==> src/rtl/gateDriverPkg.sv <==
package gateDriverPkg;

  typedef struct packed {
    logic latchFrame;
    logic loadWord;
    logic gateTick;
  } ctrlStrobes_t;

  function automatic bit isPow2(input int unsigned p);
    return (p != 0) && ((p & (p - 1)) == 0);
  endfunction

endpackage

==> src/rtl/secdedDecoder.sv <==
module secdedDecoder #(
  parameter int DATA_W = 32,
  parameter int CODE_W = 39,
  parameter int SYN_W  = 6
) (
  input  logic [CODE_W-1:0] codeIn,
  output logic [DATA_W-1:0] dataOut,
  output logic [1:0]        status
);
  import gateDriverPkg::*;

  logic [SYN_W-1:0]  syn;
  logic              parErr;
  logic [CODE_W-1:0] fixed;

  always_comb begin
    int k;
    syn    = '0;
    parErr = ^codeIn;
    for (int p = 1; p < CODE_W; p++)
      if (codeIn[p]) syn = syn ^ SYN_W'(p);
    fixed = codeIn;
    if (!parErr && syn == '0)      status = 2'b00;
    else if (parErr && syn == '0)  status = 2'b01;
    else if (parErr && int'(syn) < CODE_W) begin
      fixed[syn] = ~codeIn[syn];
      status     = 2'b11;
    end else                       status = 2'b10;
    dataOut = '0;
    k = 0;
    for (int p = 1; p < CODE_W; p++)
      if (!isPow2(p) && k < DATA_W) begin
        dataOut[k] = fixed[p];
        k++;
      end
  end

endmodule

==> src/rtl/gateDriverControl.sv <==
module gateDriverControl
  import gateDriverPkg::*;
(
  input  logic         clk,
  input  logic         rstN,
  input  logic         frameStrobe,
  input  logic         divSel,
  output ctrlStrobes_t strobes
);
  logic loadPend;
  logic divPhase;

  always_ff @(posedge clk or negedge rstN) begin
    if (!rstN) begin
      loadPend <= 1'b0;
      divPhase <= 1'b0;
    end else begin
      loadPend <= frameStrobe;
      divPhase <= ~divPhase;
    end
  end

  always_comb begin
    strobes.latchFrame = frameStrobe;
    strobes.loadWord   = loadPend;
    strobes.gateTick   = divSel ? divPhase : 1'b1;
  end

endmodule

==> src/rtl/gateDriverDatapath.sv <==
module gateDriverDatapath
  import gateDriverPkg::*;
#(
  parameter int DATA_W = 32,
  parameter int CODE_W = 39,
  parameter int SYN_W  = 6,
  parameter int GATE_N = 30
) (
  input  logic              clk,
  input  logic              rstN,
  input  ctrlStrobes_t      strobes,
  input  logic              serData,
  input  logic              protOn,
  input  logic              levelMode,
  output logic              echoOut,
  output logic [GATE_N-1:0] gateOut,
  output logic [1:0]        decodeStatus,
  output logic [CODE_W-1:0] holdWord,
  output logic [GATE_N-1:0] gateWord
);
  logic [CODE_W-1:0] shiftReg;
  logic [CODE_W-1:0] holdReg;
  logic [GATE_N-1:0] gateData;
  logic [GATE_N-1:0] togReg;
  logic [DATA_W-1:0] decData;
  logic [1:0]        decStatus;
  logic [DATA_W-1:0] acceptWord;

  secdedDecoder #(.DATA_W(DATA_W), .CODE_W(CODE_W), .SYN_W(SYN_W)) uDec (
    .codeIn (holdReg),
    .dataOut(decData),
    .status (decStatus)
  );

  assign acceptWord = protOn ? decData : holdReg[DATA_W-1:0];

  always_ff @(posedge clk or negedge rstN) begin
    if (!rstN) begin
      shiftReg <= '0;
      holdReg  <= '0;
      gateData <= '0;
      togReg   <= '0;
    end else begin
      shiftReg <= {shiftReg[CODE_W-2:0], serData};
      if (strobes.latchFrame) holdReg  <= shiftReg;
      if (strobes.loadWord)   gateData <= acceptWord[GATE_N-1:0];
      if (strobes.gateTick)   togReg   <= togReg ^ gateData;
    end
  end

  assign echoOut      = shiftReg[0];
  assign gateOut      = levelMode ? gateData : togReg;
  assign decodeStatus = protOn ? decStatus : 2'b00;
  assign holdWord     = holdReg;
  assign gateWord     = gateData;

endmodule

==> src/rtl/gateDriverTop.sv <==
module gateDriverTop
  import gateDriverPkg::*;
#(
  parameter int DATA_W = 32,
  parameter int SYN_W  = 6,
  parameter int GATE_N = 30,
  localparam int CODE_W = DATA_W + SYN_W + 1
) (
  input  logic              serClk,
  input  logic              rstN,
  input  logic [3:0]        modeSel,
  input  logic              serData,
  input  logic              frameStrobe,
  output logic              echoOut,
  output logic [GATE_N-1:0] gateOut,
  output logic [1:0]        decodeStatus
);
  ctrlStrobes_t      strobes;
  logic [CODE_W-1:0] holdWord;
  logic [GATE_N-1:0] gateWord;
  logic              unusedModeBit;

  assign unusedModeBit = modeSel[2];

  gateDriverControl uCtrl (
    .clk        (serClk),
    .rstN       (rstN),
    .frameStrobe(frameStrobe),
    .divSel     (modeSel[1]),
    .strobes    (strobes)
  );

  gateDriverDatapath #(
    .DATA_W(DATA_W), .CODE_W(CODE_W), .SYN_W(SYN_W), .GATE_N(GATE_N)
  ) uPath (
    .clk         (serClk),
    .rstN        (rstN),
    .strobes     (strobes),
    .serData     (serData),
    .protOn      (modeSel[0]),
    .levelMode   (modeSel[3]),
    .echoOut     (echoOut),
    .gateOut     (gateOut),
    .decodeStatus(decodeStatus),
    .holdWord    (holdWord),
    .gateWord    (gateWord)
  );

endmodule

==> config.mk <==
export PLATFORM = sky130hd
export DESIGN_NAME = gateDriverTop
export DESIGN_NICKNAME = d
export VERILOG_FILES = /design/src/rtl/gateDriverPkg.sv /design/src/rtl/secdedDecoder.sv /design/src/rtl/gateDriverControl.sv /design/src/rtl/gateDriverDatapath.sv /design/src/rtl/gateDriverTop.sv
export SDC_FILE = /design/constraint.sdc
export NUM_CORES = 1
export LEC_CHECK = 0
export BUFFER_PORTS_ARGS = -buffer_cell sky130_fd_sc_hd__buf_4
export CORE_UTILIZATION = 58
export CTS_CLUSTER_DIAMETER = 50
export DETAILED_ROUTE_END_ITERATION = 8
export PLACE_DENSITY = 0.82
export RECOVER_POWER = 25
export SYNTH_ARGS = -nofsm -noshare
export SYNTH_HDL_FRONTEND = slang
export SYNTH_SLANG_ARGS = --single-unit
==> constraint.sdc <==
create_clock -name serClk -period 3.8 [get_ports serClk]
set_input_delay 0.76 -clock serClk [delete_from_list [all_inputs] [get_ports serClk]]
set_output_delay 0.76 -clock serClk [all_outputs]
set_load 0.05 [all_outputs]
Word-level counts from Yosys, hierarchy flattened
Cells that the tools add are included.
- bits in registers: 140
- latch bits: 0
- memory bits (writable): 0
- bits in read-only memories: 0
- input bits: 8
- output and inout port bits: 33
- word-level logic and storage cells: 109
- memories kept: 0
- $add $sub $neg: 0
- multipliers: 0
- div/mod/pow operators: 0
- order comparisons: 3
- equality and inequality tests: 0
- shifts and indexed selects: 0
- muxes and demuxes: 53
- bitwise logic cells: 40
- reduce and logical (&&, ||, !) cells: 7
- operator list (cell ; count):
    37-bit 2-to-1 mux ; 3
    5-bit 2-to-1 mux ; 16
    30-bit 2-to-1 mux ; 2
    6-bit 2-to-1 mux ; 7
    39-bit bitwise mux ; 1
    3-bit inverter ; 13
    39-bit XOR reduction ; 1
    4-bit 2-to-1 mux ; 8
    30-bit XOR ; 1
    2-bit inverter ; 13
    4-bit inverter ; 5
    3-bit 2-to-1 mux ; 4
    2-bit 2-to-1 mux ; 5
    6-bit by 7-bit less-than comparator with 1-bit output (second input constant) ; 1
    1-bit binary-select mux with 6-bit select ; 1
    1-bit demux with 6-bit select ; 1
    6-bit by 1-bit >= comparator with 1-bit output (second input constant) ; 1
    6-bit logical NOT ; 1
    6-bit less-than comparator (second input constant) ; 1
    1-bit 2-to-1 mux ; 5
    1-bit inverter (first input constant) ; 5
    5-bit inverter ; 1
    1-bit logical AND ; 4
    1-bit inverter ; 2
    1-bit logical NOT ; 1

Logic depth before layout (Yosys ltp)
Gate-level depths: netlist (run 1).
- depth in word-level cells: 79
- mapped depth: 15
- gate-level depth less buffers: 11

Modules after synthesis
A second synthesis (run 1) with hierarchy kept.
- cells, all modules: 612
- area total of the unflattened synthesis: 7359.6 um2
- by module, submodules not included (module ; times used ; cells an instance ; area each (um2) ; seq. area each (um2)):
    gateDriverDatapath ; 1 ; 380 ; 5360.1 ; 3453.3
    secdedDecoder ; 1 ; 226 ; 1924.3 ; 0.0
    gateDriverControl ; 1 ; 6 ; 75.1 ; 50.0

Worst setup path before layout (run 1)
OpenSTA, ideal clock, no wires.
- path type: reg2out
- start point: reg uPath.holdReg[23], in the netlist uPath.holdWord[23]
- end point: out decodeStatus[0]
- arrival time: 2.774 ns
- data required time: 3.040 ns
- slack: 0.266 ns
- stages on the path, launching flop included: 11
- path buffers: 2
- cell sequence: dfrtp_1 > buf_2 > xnor2_1 > xnor2_2 > xnor3_1 > xor2_1 > buf_2 > nor2_1 > and2_1 > o21ai_0 > and3b_1
- longest elaborated chain between the ends: 30
- ends and longest elaborated chain (item ; line ; text):
    start: declaration ; gateDriverDatapath.sv:22 ; logic [CODE_W-1:0] holdReg;
    start signal: assignment ; gateDriverDatapath.sv:45 ; if (strobes.latchFrame) holdReg <= shiftReg;
    5-bit 2-to-1 mux ; secdedDecoder.sv:21 ; if (codeIn[p]) syn = syn ^ SYN_W'(p);
    2-bit inverter (no line) ; - ;
    5-bit 2-to-1 mux ; secdedDecoder.sv:21 ;
    3-bit inverter (no line) ; - ;
    5-bit 2-to-1 mux ; secdedDecoder.sv:21 ;
    3-bit inverter (no line) ; - ;
    5-bit 2-to-1 mux ; secdedDecoder.sv:21 ;
    4-bit inverter (no line) ; - ;
    [8 not listed] ; - ;
    5-bit 2-to-1 mux ; secdedDecoder.sv:21 ;
    6-bit 2-to-1 mux (7 in a row) ; secdedDecoder.sv:21 ;
    6-bit less-than comparator ; secdedDecoder.sv:25 ; else if (parErr && int'(syn) < CODE_W) begin
    1-bit logical AND ; secdedDecoder.sv:25 ;
    1-bit 2-to-1 mux ; secdedDecoder.sv:25 ;
    2-bit 2-to-1 mux ; secdedDecoder.sv:24 ; else if (parErr && syn == '0) status = 2'b01;
    2-bit 2-to-1 mux * ; secdedDecoder.sv:23 ; if (!parErr && syn == '0) status = 2'b00;
    2-bit 2-to-1 mux * ; gateDriverDatapath.sv:53 ; assign decodeStatus = protOn ? decStatus : 2'b00;
    end: declaration ; gateDriverTop.sv:16 ; output logic [1:0] decodeStatus
Mark *: on every way between the ends. The rest lies on a longest branch, timed or not.

Final worst setup path (run 1)
- start point: reg uPath.holdReg[35], in the netlist uPath.holdWord[35]
- end point: out decodeStatus[0]
- longest elaborated chain between the ends: 13
- ends and longest elaborated chain (item ; line):
    6-bit 2-to-1 mux ; secdedDecoder.sv:21
    2-bit inverter (no line) ; -
    6-bit 2-to-1 mux ; secdedDecoder.sv:21
    3-bit inverter (no line) ; -
    6-bit 2-to-1 mux ; secdedDecoder.sv:21
    3-bit inverter (no line) ; -
    6-bit 2-to-1 mux ; secdedDecoder.sv:21
    6-bit less-than comparator ; secdedDecoder.sv:25
    1-bit logical AND ; secdedDecoder.sv:25
    1-bit 2-to-1 mux ; secdedDecoder.sv:25
    2-bit 2-to-1 mux ; secdedDecoder.sv:24
    2-bit 2-to-1 mux * ; secdedDecoder.sv:23
    2-bit 2-to-1 mux * ; gateDriverDatapath.sv:53
Marked as above.

==> results of run 1 <==
==> worst reg2reg max path, stage by stage (launching register included) <==
cell                        delay [ns]
sky130_fd_sc_hd__dfrtp_2          0.45
sky130_fd_sc_hd__xor2_2           0.21
sky130_fd_sc_hd__xnor3_1          0.47
sky130_fd_sc_hd__xnor2_2          0.20
sky130_fd_sc_hd__xnor3_2          0.30
sky130_fd_sc_hd__buf_4            0.18
sky130_fd_sc_hd__and2_4           0.18
sky130_fd_sc_hd__a32oi_1          0.17
sky130_fd_sc_hd__o21ai_1          0.14
sky130_fd_sc_hd__a2111oi_4        0.42
sky130_fd_sc_hd__a2bb2oi_2        0.12
sky130_fd_sc_hd__buf_12           0.18
sky130_fd_sc_hd__o31ai_1          0.34
sky130_fd_sc_hd__a31oi_1          0.15
==> flip-flops by register name, summed over array words and instances (netlist names) <==
name,flops
uCtrl.divPhase,1
uPath.togReg,30
uPath.holdWord,39
uPath.gateWord,30
uCtrl.loadPend,1
uPath.shiftReg,39
==> power breakdown <==
part,internal (mW),switching (mW)
clock network,1.17,0.642
logic,2.14,3.02
registers,1.78,0.244
==> repair_timing <==
item | 4_1_cts | 5_1_grt
setup endpoints to repair | 6 | 26
resized for setup | 14 | 32
setup buffers | 4 | 7
pin swaps | 4 | 7
==> final cells by class <==
class / instances / share of cell area (%)
sequential: 140 / 40.5
multi-input combinational: 449 / 41.9
clock buffer: 18 / 4.96
clock inverter: 14 / 2.52
timing repair buffer: 80 / 7.53
inverter: 9 / 0.390
tap: 147 / 2.12
==> final timing paths <==
path                            depth (start not counted)                             end                            from
worst max register to register                         13  uPath.gateWord[14]$_DFFE_PN0P_  uPath.holdWord[35]$_DFFE_PN0P_
worst max-delay path                                   10                 decodeStatus[0]  uPath.holdWord[35]$_DFFE_PN0P_
worst min register to register                          0    uPath.shiftReg[11]$_DFF_PN0_    uPath.shiftReg[10]$_DFF_PN0_
max in group asynchronous                               1  uPath.holdWord[19]$_DFFE_PN0P_                            rstN
worst min-delay path                                    0    uPath.shiftReg[11]$_DFF_PN0_    uPath.shiftReg[10]$_DFF_PN0_
min in group asynchronous                               1  uPath.gateWord[19]$_DFFE_PN0P_                            rstN
==> placed cells by master, fill, tap and decap left out, types with 2 or more instances in the layout <==
cell                           n
sky130_fd_sc_hd__a21oi_1       5
sky130_fd_sc_hd__xnor2_2      20
sky130_fd_sc_hd__dfrtp_2       5
sky130_fd_sc_hd__mux2i_1      20
sky130_fd_sc_hd__buf_4        73
sky130_fd_sc_hd__mux2_2       61
sky130_fd_sc_hd__xnor3_1       2
sky130_fd_sc_hd__a31oi_1      23
sky130_fd_sc_hd__clkinv_4      2
sky130_fd_sc_hd__o21a_1        4
sky130_fd_sc_hd__o31ai_1       4
sky130_fd_sc_hd__nor3_1        2
sky130_fd_sc_hd__clkinvlp_4    3
sky130_fd_sc_hd__xor2_1        9
sky130_fd_sc_hd__xnor3_2       3
sky130_fd_sc_hd__clkbuf_16    17
sky130_fd_sc_hd__nor2b_1       9
sky130_fd_sc_hd__inv_1         9
sky130_fd_sc_hd__o21ai_0      29
sky130_fd_sc_hd__o311ai_1      8
sky130_fd_sc_hd__dfrtp_1     135
sky130_fd_sc_hd__or3_1         2
sky130_fd_sc_hd__a221oi_1      8
sky130_fd_sc_hd__o311ai_2      8
sky130_fd_sc_hd__nand2b_1     22
sky130_fd_sc_hd__clkinv_2      2
sky130_fd_sc_hd__xnor2_1      62
sky130_fd_sc_hd__bufinv_16     5
sky130_fd_sc_hd__buf_12        4
sky130_fd_sc_hd__inv_6         2
sky130_fd_sc_hd__nor2_1       44
sky130_fd_sc_hd__nand3_1       4
sky130_fd_sc_hd__nor4_1        2
sky130_fd_sc_hd__xor2_2        3
sky130_fd_sc_hd__and2_4        2
sky130_fd_sc_hd__a21o_1        5
sky130_fd_sc_hd__o21bai_1     11
sky130_fd_sc_hd__nand2_1      55
==> through the flow <==
step | worst slack, ns | hold WS [ns] | setup TNS (ns) | total power, mW
after floorplan | 0.266 | 0.349 | 0 | 5.42
after global placement | 0.117 | 0.352 | 0 | 6.61
after detailed placement | -0.0376 | 0.356 | -0.0569 | 6.70
after CTS | 0.0116 | 0.371 | 0 | 8.63
after global routing | -0.0748 | 0.385 | -0.111 | 9.39
final | 0.0506 | 0.368 | 0 | 8.98
==> logic make-up after synthesis <==
family	Yosys count	synth area share, %
compound gates	118	11.9
mux	81	12.5
flops	140	49.4
xor+xnor	100	13.6
buf+inv	46	2.84
simple gates	150	9.74
==> metal layers <==
metal / wire (um) / part of all wire, % / GRT usage [%] / up-vias
li1: - / - / - / 2345
met1: 7220 / 43 / 37.0 / 2510
met2: 8120 / 49 / 43.6 / 174
met3: 977 / 5.8 / 5.94 / 36
met4: 389 / 2.3 / 13.2 / 0
met5: 0 / 0 / 0 / -
==> flow_summary.ini, run 1 <==
[floorplanning]
num_io_pins = 41
initial_core_util_pct = 59.3
core_region_area_mm2 = 0.0120
dieWidth_um = 113
std_cell_rows = 40
dieHeight_um = 113
full_die_area_mm2 = 0.0127

[timing]
finalCritPeriodShare_pct = 98.7
timing.slew.headroom_pct = -31.5
rsz0062_at_grt = true
max_freq_mhz = 267
timing_worst_slew_pin_value_ns = 1.97
final-setup-viol-count = 0
worst_clock_skew_ns = 0.00731
final_period_minus_worst_setup_slack_ns = 3.75
final_max_slew_viol_count = 82
number_of_hold_slack_violations_in_the_final_timing_report = 0

[synth]
fraction_of_synthesized_cell_area_taken_by_the_top_area_cell_type_pct = 49.4
syn-cell-area_mm2 = 0.00709
dominant_cell_by_count_in_the_synthesized_netlist = sky130_fd_sc_hd__dfrtp_1
postSynth.topFlopCell = sky130_fd_sc_hd__dfrtp_1
gate_count_after_technology_mapping = 635
synth_warnings = 0
synthesized_netlist_net_count = 643
ys_async_sr_fraction_pct = 100
yosys.cell_types.count = 50
post_synth_edffs = 0
yosys-top-cells-count = sky130_fd_sc_hd__dfrtp_1 (140), sky130_fd_sc_hd__xnor2_1 (80), sky130_fd_sc_hd__mux2_2 (61)
synth_largest_area_cell = sky130_fd_sc_hd__dfrtp_1
synth_seq_area_share_pct = 49.4
postSynthRegisterBits = 140
synth.area.top_cells = sky130_fd_sc_hd__dfrtp_1 (49%), sky130_fd_sc_hd__xnor2_1 (9.9%), sky130_fd_sc_hd__mux2_2 (9.7%)
postSynthAreaPerCell_um2 = 11.2

[setup_path]
endpoint_kind = output port
path_cells = xor2_2 -> xnor3_1 -> xnor2_2 -> xnor3_2 -> buf_4 -> nor2_4 -> and2_4 -> o21ai_0 -> and3b_2 -> buf_6
worst_path_largest_cell_delay_ns = 0.47
path_buf_inv = 2
critPathLaunchType = register
worst-endpoint-required_ns = 3.04
worst_r2r_setup_slack_ns = 0.16
cpLargestDelayFamily = XOR/XNOR gates
crit_type = register to output port
crit_arrival_ns = 2.99
crit_path_top_delay_cell = sky130_fd_sc_hd__xnor3_1
critical_path.max_fanout = 4

[pwr]
worst_ir_drop_vdd_uv = 734
power-per-cell-area_mw_per_mm2 = 1040
power.leakage_nw = 3.71

[clock_tree]
cts-htree-levels = 4
cts_tree = done
clkTransAtPathRegs_ns = 0.06
worst_skew_pair.late_latency_ns = 0.43
post_cts_hold_buffer_count = 0
cts_buffer_depth = 2
numClockSinks = 140
tritoncts.num_buffers = 17
cts-root-buf = sky130_fd_sc_hd__clkbuf_16

[drt]
wirelength_um = 16700
drt.antenna.violating_nets = 0
vias_cell = 5.91
route.vias.total = 5065
first_pass_iters = 5
detail_route.iter0.violations = 449
drt-wirelength-per-cell_um = 19.5
drc = 0

[place]
place_area_mm2 = 0.00768
detailedPlacementHpwl_um = 11100
post-place-cells = 814
finalWeightedCongestion = 0.982
port-buffer-count = 39

[cells_and_area]
layout-area-overhead-vs-synth_pct = 22.0
final_net_count = 705
diodes = 0
fraction_of_layout_instances_using_a_drive_strength_above_1_pct = 31.0
final_cells = 857
ff_latch_area_mm2 = 0.00351
final_area_mm2 = 0.00866
layout.core_utilization_pct = 72.4
fill_cells = 769
area_of_combinational_cells_with_multiple_inputs_mm2 = 0.00363

[flow_run]
cap_violations = 1

[run_status]
violations = max-capacitance violations, max-slew violations
outcome = finished with violations

[worst_hold_path]
class_of_the_most_critical_hold_timing_path = register to register

[grt]
number_of_antenna_violations_at_the_first_check_in_global_routing = 0
grt_pass1_vias = 5097
first_pass_grt_wire_length_um = 26500
gr-usage-all-layers_pct = 27.8
overflow = 0
pin_count_of_the_biggest_net_entering_global_routing = 83
Note: power is estimated with default switching activity, not from simulation.
==> run 2: changes to the inputs <==
- CTS_BUF_LIST: default -> sky130_fd_sc_hd__clkbuf_4
- GPL_ROUTABILITY_DRIVEN: default -> 0
==> run 2 against run 1 <==
Compared with the run above:
- the run ends with max-capacitance violations, max-slew violations, negative setup slack left
- critical path depth did not move
- maximum frequency fell by 3.0%
- critical path type unchanged
- die area did not move
- setup slack got worse by 0.12 ns
- clock power fell by 51%
==> flow_summary.ini, run 2 (synthesis gave the netlist of run 1 again) <==
[timing]
timing.slew.headroom_pct = -53.5
worst_clock_skew_ns = 0.0336
final_period_minus_worst_setup_slack_ns = 3.87
final-setup-viol-count = 5
post-route-worst-setup-slack_ns = -0.0653
timing_worst_slew_pin_value_ns = 2.30
number_of_hold_slack_violations_in_the_final_timing_report = 0
final_max_slew_viol_count = 143
finalCritPeriodShare_pct = 102
rsz0062_at_grt = true
max_freq_mhz = 259

[clock_tree]
cts-htree-levels = 4
cts_tree = done
cts_buffer_depth = 2
tritoncts.num_buffers = 17
worst_skew_pair.late_latency_ns = 0.58
clkTransAtPathRegs_ns = 0.10
numClockSinks = 140
cts-root-buf = sky130_fd_sc_hd__clkbuf_4

[cells_and_area]
layout.core_utilization_pct = 70.2
ff_latch_area_mm2 = 0.00351
final_area_mm2 = 0.00840
fraction_of_layout_instances_using_a_drive_strength_above_1_pct = 32.1
area_of_combinational_cells_with_multiple_inputs_mm2 = 0.00364
most_common_library_cell_in_the_layout_ignoring_fill_and_taps = sky130_fd_sc_hd__dfrtp_1
most-common-layout-cells = sky130_fd_sc_hd__dfrtp_1 (132), sky130_fd_sc_hd__buf_4 (77), sky130_fd_sc_hd__mux2_2 (61)
layout-area-overhead-vs-synth_pct = 18.5
final_cells = 868
final_net_count = 717
fill_cells = 811

[place]
post-place-cells = 808
port-buffer-count = 39
place_area_mm2 = 0.00764
detailedPlacementHpwl_um = 10800
placement.setup.worst_slack_ns = 0.0596

[drt]
drt.antenna.violating_nets = 0
drt-wirelength-per-cell_um = 19.5
detail_route.iter0.violations = 319
vias_cell = 6.04
drc = 0
wirelength_um = 16900
route.vias.total = 5244
first_pass_iters = 5

[flow_run]
cap_violations = 2

[setup_path]
critical_path.max_fanout = 15
critPathLaunchType = register
worst_path_largest_cell_delay_ns = 0.48
worst-endpoint-required_ns = 3.04
endpoint_kind = output port
crit_path_top_delay_cell = sky130_fd_sc_hd__dfrtp_2
path_cells = xnor2_2 -> xnor2_2 -> xnor3_2 -> xor2_2 -> buf_12 -> nor2_4 -> and2_4 -> o21ai_1 -> and3b_2 -> buf_8
crit_type = register to output port
crit_arrival_ns = 3.11
crit_top_cell = sky130_fd_sc_hd__xnor2_2

[grt]
overflow = 0
pin_count_of_the_biggest_net_entering_global_routing = 95
number_of_antenna_violations_at_the_first_check_in_global_routing = 1
gr-usage-all-layers_pct = 26.8
grt_pass1_vias = 5057
first_pass_grt_wire_length_um = 25900

[floorplanning]
dieHeight_um = 113
num_io_pins = 41
core_region_area_mm2 = 0.0120
dieWidth_um = 113
full_die_area_mm2 = 0.0127
std_cell_rows = 40
initial_core_util_pct = 59.3

[pwr]
worst_ir_drop_vdd_uv = 693
total_power_mw = 8.60
power.leakage_nw = 3.65
power-per-cell-area_mw_per_mm2 = 1020

[run_status]
outcome = finished with violations
violations = max-capacitance violations, max-slew violations, negative setup slack

[worst_hold_path]
class_of_the_most_critical_hold_timing_path = input port to register
run 2: cell types whose count changed in the layout (fill, tap and decap cells not counted), sizes merged:
cell | before | now
buf | 78 | 87
clkbuf | 20 | 24
clkinv | 4 | 8
bufinv | 5 | 2
clkinvlp | 3 | 1
inv | 11 | 9
diode | 0 | 1
run 2: layout make-up:
| class | instances | area share (%) |
|---|---|---|
| diodes | 1 | 0.0298 |
| clock buffers | 19 | 1.70 |
| clock inverters | 11 | 1.24 |
| inverters | 9 | 0.402 |
| multi-input cells | 449 | 43.4 |
| flip-flops and latches | 140 | 41.8 |
| well taps | 147 | 2.19 |
| repair buffers | 92 | 9.28 |
run 2: metrics by stage:
step / hold WS (ns) / setup TNS [ns]
3_3_place_gp: 0.351 / 0
4_1_cts: 0.268 / -0.0256
3_5_place_dp: 0.359 / 0
6_report: 0.338 / -0.193
5_1_grt: 0.304 / -1.82
2_1_floorplan: 0.349 / 0
run 2: what timing repair did:
item,4_1_cts,5_1_grt
resized for setup,33,26
setup buffers,11,17
hold buffers,0,0
setup endpoints to repair,2,16
pin swaps,10,13
cloned,0,1
run 2: worst max-delay path, delay by kind of cell, from the launching register on:
kind                      cells  cell delay (ns)
AOI/OAI and AO/OA             1             0.05
buffers and inverters         2             0.31
xor gates and xnor gates      4             1.18
DFF                           1             0.48
and+or+nand+nor               3             0.51
run 2: where the power goes:
group	switching (mW)	total (mW)	internal, mW
Sequential	0.243	2.01	1.77
Clock	0.496	0.881	0.384
Combinational	3.18	5.71	2.53
Total	3.92	8.60	4.68
run 2: path summary, 6_finish.rpt:
kind                                                 from                              to  slack [ns]  depth (start not counted)
min in group asynchronous                            rstN  uPath.holdWord[35]$_DFFE_PN0P_        0.85                          1
hold / removal                                    serData     uPath.shiftReg[0]$_DFF_PN0_        0.34                          1
setup / recovery           uPath.holdWord[31]$_DFFE_PN0P_                 decodeStatus[0]       -0.07                         10
hold reg to reg              uPath.shiftReg[26]$_DFF_PN0_    uPath.shiftReg[27]$_DFF_PN0_        0.36                          0
setup reg to reg           uPath.holdWord[31]$_DFFE_PN0P_  uPath.gateWord[28]$_DFFE_PN0P_       -0.05                         14
max in group asynchronous                            rstN   uPath.holdWord[5]$_DFFE_PN0P_        1.46                          1
run 2: per-layer routing:
metal,share of wire [%],GRT usage (%),vias to the layer above
met5,0,0,-
met4,4.7,16.0,0
met3,5.6,5.40,65
met2,48,41.3,227
met1,41,35.2,2586
li1,-,-,2366
==> run 3: changes to the inputs <==
- PLACE_DENSITY: 0.82 -> default
- PLACE_DENSITY_LB_ADDON: default -> 0.05
- SKIP_LAST_GASP: default -> 1
==> run 3 against run 2 <==
Compared with the run above:
- count of clock-buffer cells in the layout unchanged
- global-route usage rose by 1.3 points
- worst hold slack lost 0.031 ns
- die area did not move
- highest routed layer unchanged
- critical path depth decreased by 1
- setup slack worse by 0.039 ns
- largest cell class unchanged
- the run still ends with max-capacitance violations, max-slew violations, negative setup slack left
- clock skew fell by 0.0059 ns
==> flow_summary.ini, run 3 (synthesis gave the netlist of run 1 again) <==
[run_status]
outcome = finished with violations
violations = max-capacitance violations, max-slew violations, negative setup slack

[worst_hold_path]
holdPathStages = 1
timing.hold.worst.start = serData
worst_hold_path_endpoint = uPath.shiftReg[0]$_DFF_PN0_
class_of_the_most_critical_hold_timing_path = input port to register

[grt]
overflow = 0
gr-usage-all-layers_pct = 28.0
first_pass_grt_wire_length_um = 26700
pin_count_of_the_biggest_net_entering_global_routing = 91
grt_pass1_vias = 4982
number_of_antenna_violations_at_the_first_check_in_global_routing = 0

[setup_path]
crit_arrival_ns = 3.14
crit_type = register to output port
worst-endpoint-required_ns = 3.04
worst_r2r_setup_slack_ns = -0.01
critPathLaunchType = register
ff2ff_path_depth = 13
r2r_start = uPath.holdWord[34]$_DFFE_PN0P_
critical_path.max_fanout = 4
endpoint_kind = output port
r2r_path_end = uPath.gateWord[22]$_DFFE_PN0P_

[place]
detailedPlacementHpwl_um = 10900
port-buffer-count = 39

[clock_tree]
clkTransAtPathRegs_ns = 0.14
worst_skew_pair.late_latency_ns = 0.59
cts_buffer_depth = 2
cts-htree-levels = 4
numClockSinks = 140
cts_tree = done
cts-root-buf = sky130_fd_sc_hd__clkbuf_4
post_cts_hold_buffer_count = 0
tritoncts.num_buffers = 17

[cells_and_area]
layout-area-overhead-vs-synth_pct = 20.4
fill_cells = 870
fraction_of_layout_instances_using_a_drive_strength_above_1_pct = 33.6
final_net_count = 723
most_common_library_cell_in_the_layout_ignoring_fill_and_taps = sky130_fd_sc_hd__dfrtp_1
layout.core_utilization_pct = 71.4
most-common-layout-cells = sky130_fd_sc_hd__dfrtp_1 (135), sky130_fd_sc_hd__buf_4 (87), sky130_fd_sc_hd__mux2_2 (61), sky130_fd_sc_hd__xnor2_1 (61), sky130_fd_sc_hd__nand2_1 (55)
diodes = 0

[timing]
final_period_minus_worst_setup_slack_ns = 3.90
post-route-worst-setup-slack_ns = -0.104
max_freq_mhz = 256
finalCritPeriodShare_pct = 103
rsz0062_at_grt = true
timing_worst_slew_pin_value_ns = 2.31
worst_clock_skew_ns = 0.0277
final_max_slew_viol_count = 140
timing.slew.headroom_pct = -53.9
final-setup-viol-count = 4
number_of_hold_slack_violations_in_the_final_timing_report = 0

[drt]
wirelength_um = 16700
vias_cell = 5.80
first_pass_iters = 5
drt-wirelength-per-cell_um = 19.2
detail_route.iter0.violations = 421
drc = 0
route.vias.total = 5070
drt.antenna.violating_nets = 0

[floorplanning]
core_region_area_mm2 = 0.0120
std_cell_rows = 40
num_io_pins = 41
dieWidth_um = 113
full_die_area_mm2 = 0.0127
dieHeight_um = 113
initial_core_util_pct = 59.3

[flow_run]
cap_violations = 2
## run 3: cell types whose count changed in the layout (fill, tap and decap cells not counted), sizes merged
| cell | before | now |
|---|---|---|
| buf | 87 | 95 |
| bufinv | 2 | 5 |
| clkinv | 8 | 5 |
| clkbuf | 24 | 22 |
| clkinvlp | 1 | 2 |
| diode | 1 | 0 |
## run 3: what timing repair did
action                                  4_1_cts  5_1_grt
hold endpoints to repair                      0        0
endpoints found under the setup margin        3       25
pin swaps                                    14       15
buffers inserted                             15       11
gates resized for setup                      34       32
## run 3: worst max path at each step
stage	startpoint	endpoint	slack, ns	depth (start not counted)
after CTS	uPath.holdWord[23]$_DFFE_PN0P_	decodeStatus[0]	-0.005	11
after detailed placement	uPath.holdWord[37]$_DFFE_PN0P_	uPath.gateWord[9]$_DFFE_PN0P_	0.04	13
after global placement	uPath.holdWord[37]$_DFFE_PN0P_	uPath.gateWord[9]$_DFFE_PN0P_	0.11	13
after floorplan	uPath.holdWord[23]$_DFFE_PN0P_	decodeStatus[0]	0.27	10
after global routing	uPath.holdWord[34]$_DFFE_PN0P_	decodeStatus[0]	-0.23	9
final	uPath.holdWord[34]$_DFFE_PN0P_	decodeStatus[0]	-0.10	9
## run 3: per-stage QoR
stage / TNS, ns / cell area, um2 / cells / setup slack, ns / hold WS [ns]
2_1_floorplan: 0 / 7090 / 635 / 0.266 / 0.349
3_3_place_gp: 0 / 7670 / 818 / 0.114 / 0.353
3_5_place_dp: 0 / 7670 / 818 / 0.0439 / 0.354
4_1_cts: -0.00481 / 8300 / 863 / -0.00481 / 0.249
5_1_grt: -3.60 / 8540 / 874 / -0.226 / 0.269
6_report: -0.209 / 8540 / 874 / -0.104 / 0.307
## run 3: layout make-up
cell class / instances / area [um2] / area share (%)
tap: 147 / 184 / 2.15
inverter: 9 / 33.8 / 0.395
clock inverter: 12 / 196 / 2.30
clock buffer: 19 / 143 / 1.67
timing repair buffer: 98 / 772 / 9.04
sequential: 140 / 3510 / 41.1
multi-input combinational: 449 / 3700 / 43.4
## run 3: critical path, stage by stage, from the launching register on
cell                      delay [ns]
sky130_fd_sc_hd__dfrtp_1        0.44
sky130_fd_sc_hd__xor2_2         0.29
sky130_fd_sc_hd__xnor3_1        0.45
sky130_fd_sc_hd__xnor2_2        0.24
sky130_fd_sc_hd__xnor3_2        0.35
sky130_fd_sc_hd__nor2_4         0.16
sky130_fd_sc_hd__and2_4         0.16
sky130_fd_sc_hd__o21ai_2        0.04
sky130_fd_sc_hd__and3b_2        0.27
sky130_fd_sc_hd__buf_8          0.15
## run 3: metal layers
metal | wire length, um | GRT usage (%) | vias up
li1 | - | - | 2378
met5 | 0 | 0 | -
met3 | 836 | 6.21 | 56
met4 | 637 | 14.0 | 0
met1 | 7540 | 39.4 | 2468
met2 | 7730 | 41.2 | 168
Power of run 3 is left out: the tool's default activity adds up to more than one toggle a clock period on the data nets, which glitch-free logic cannot reach.
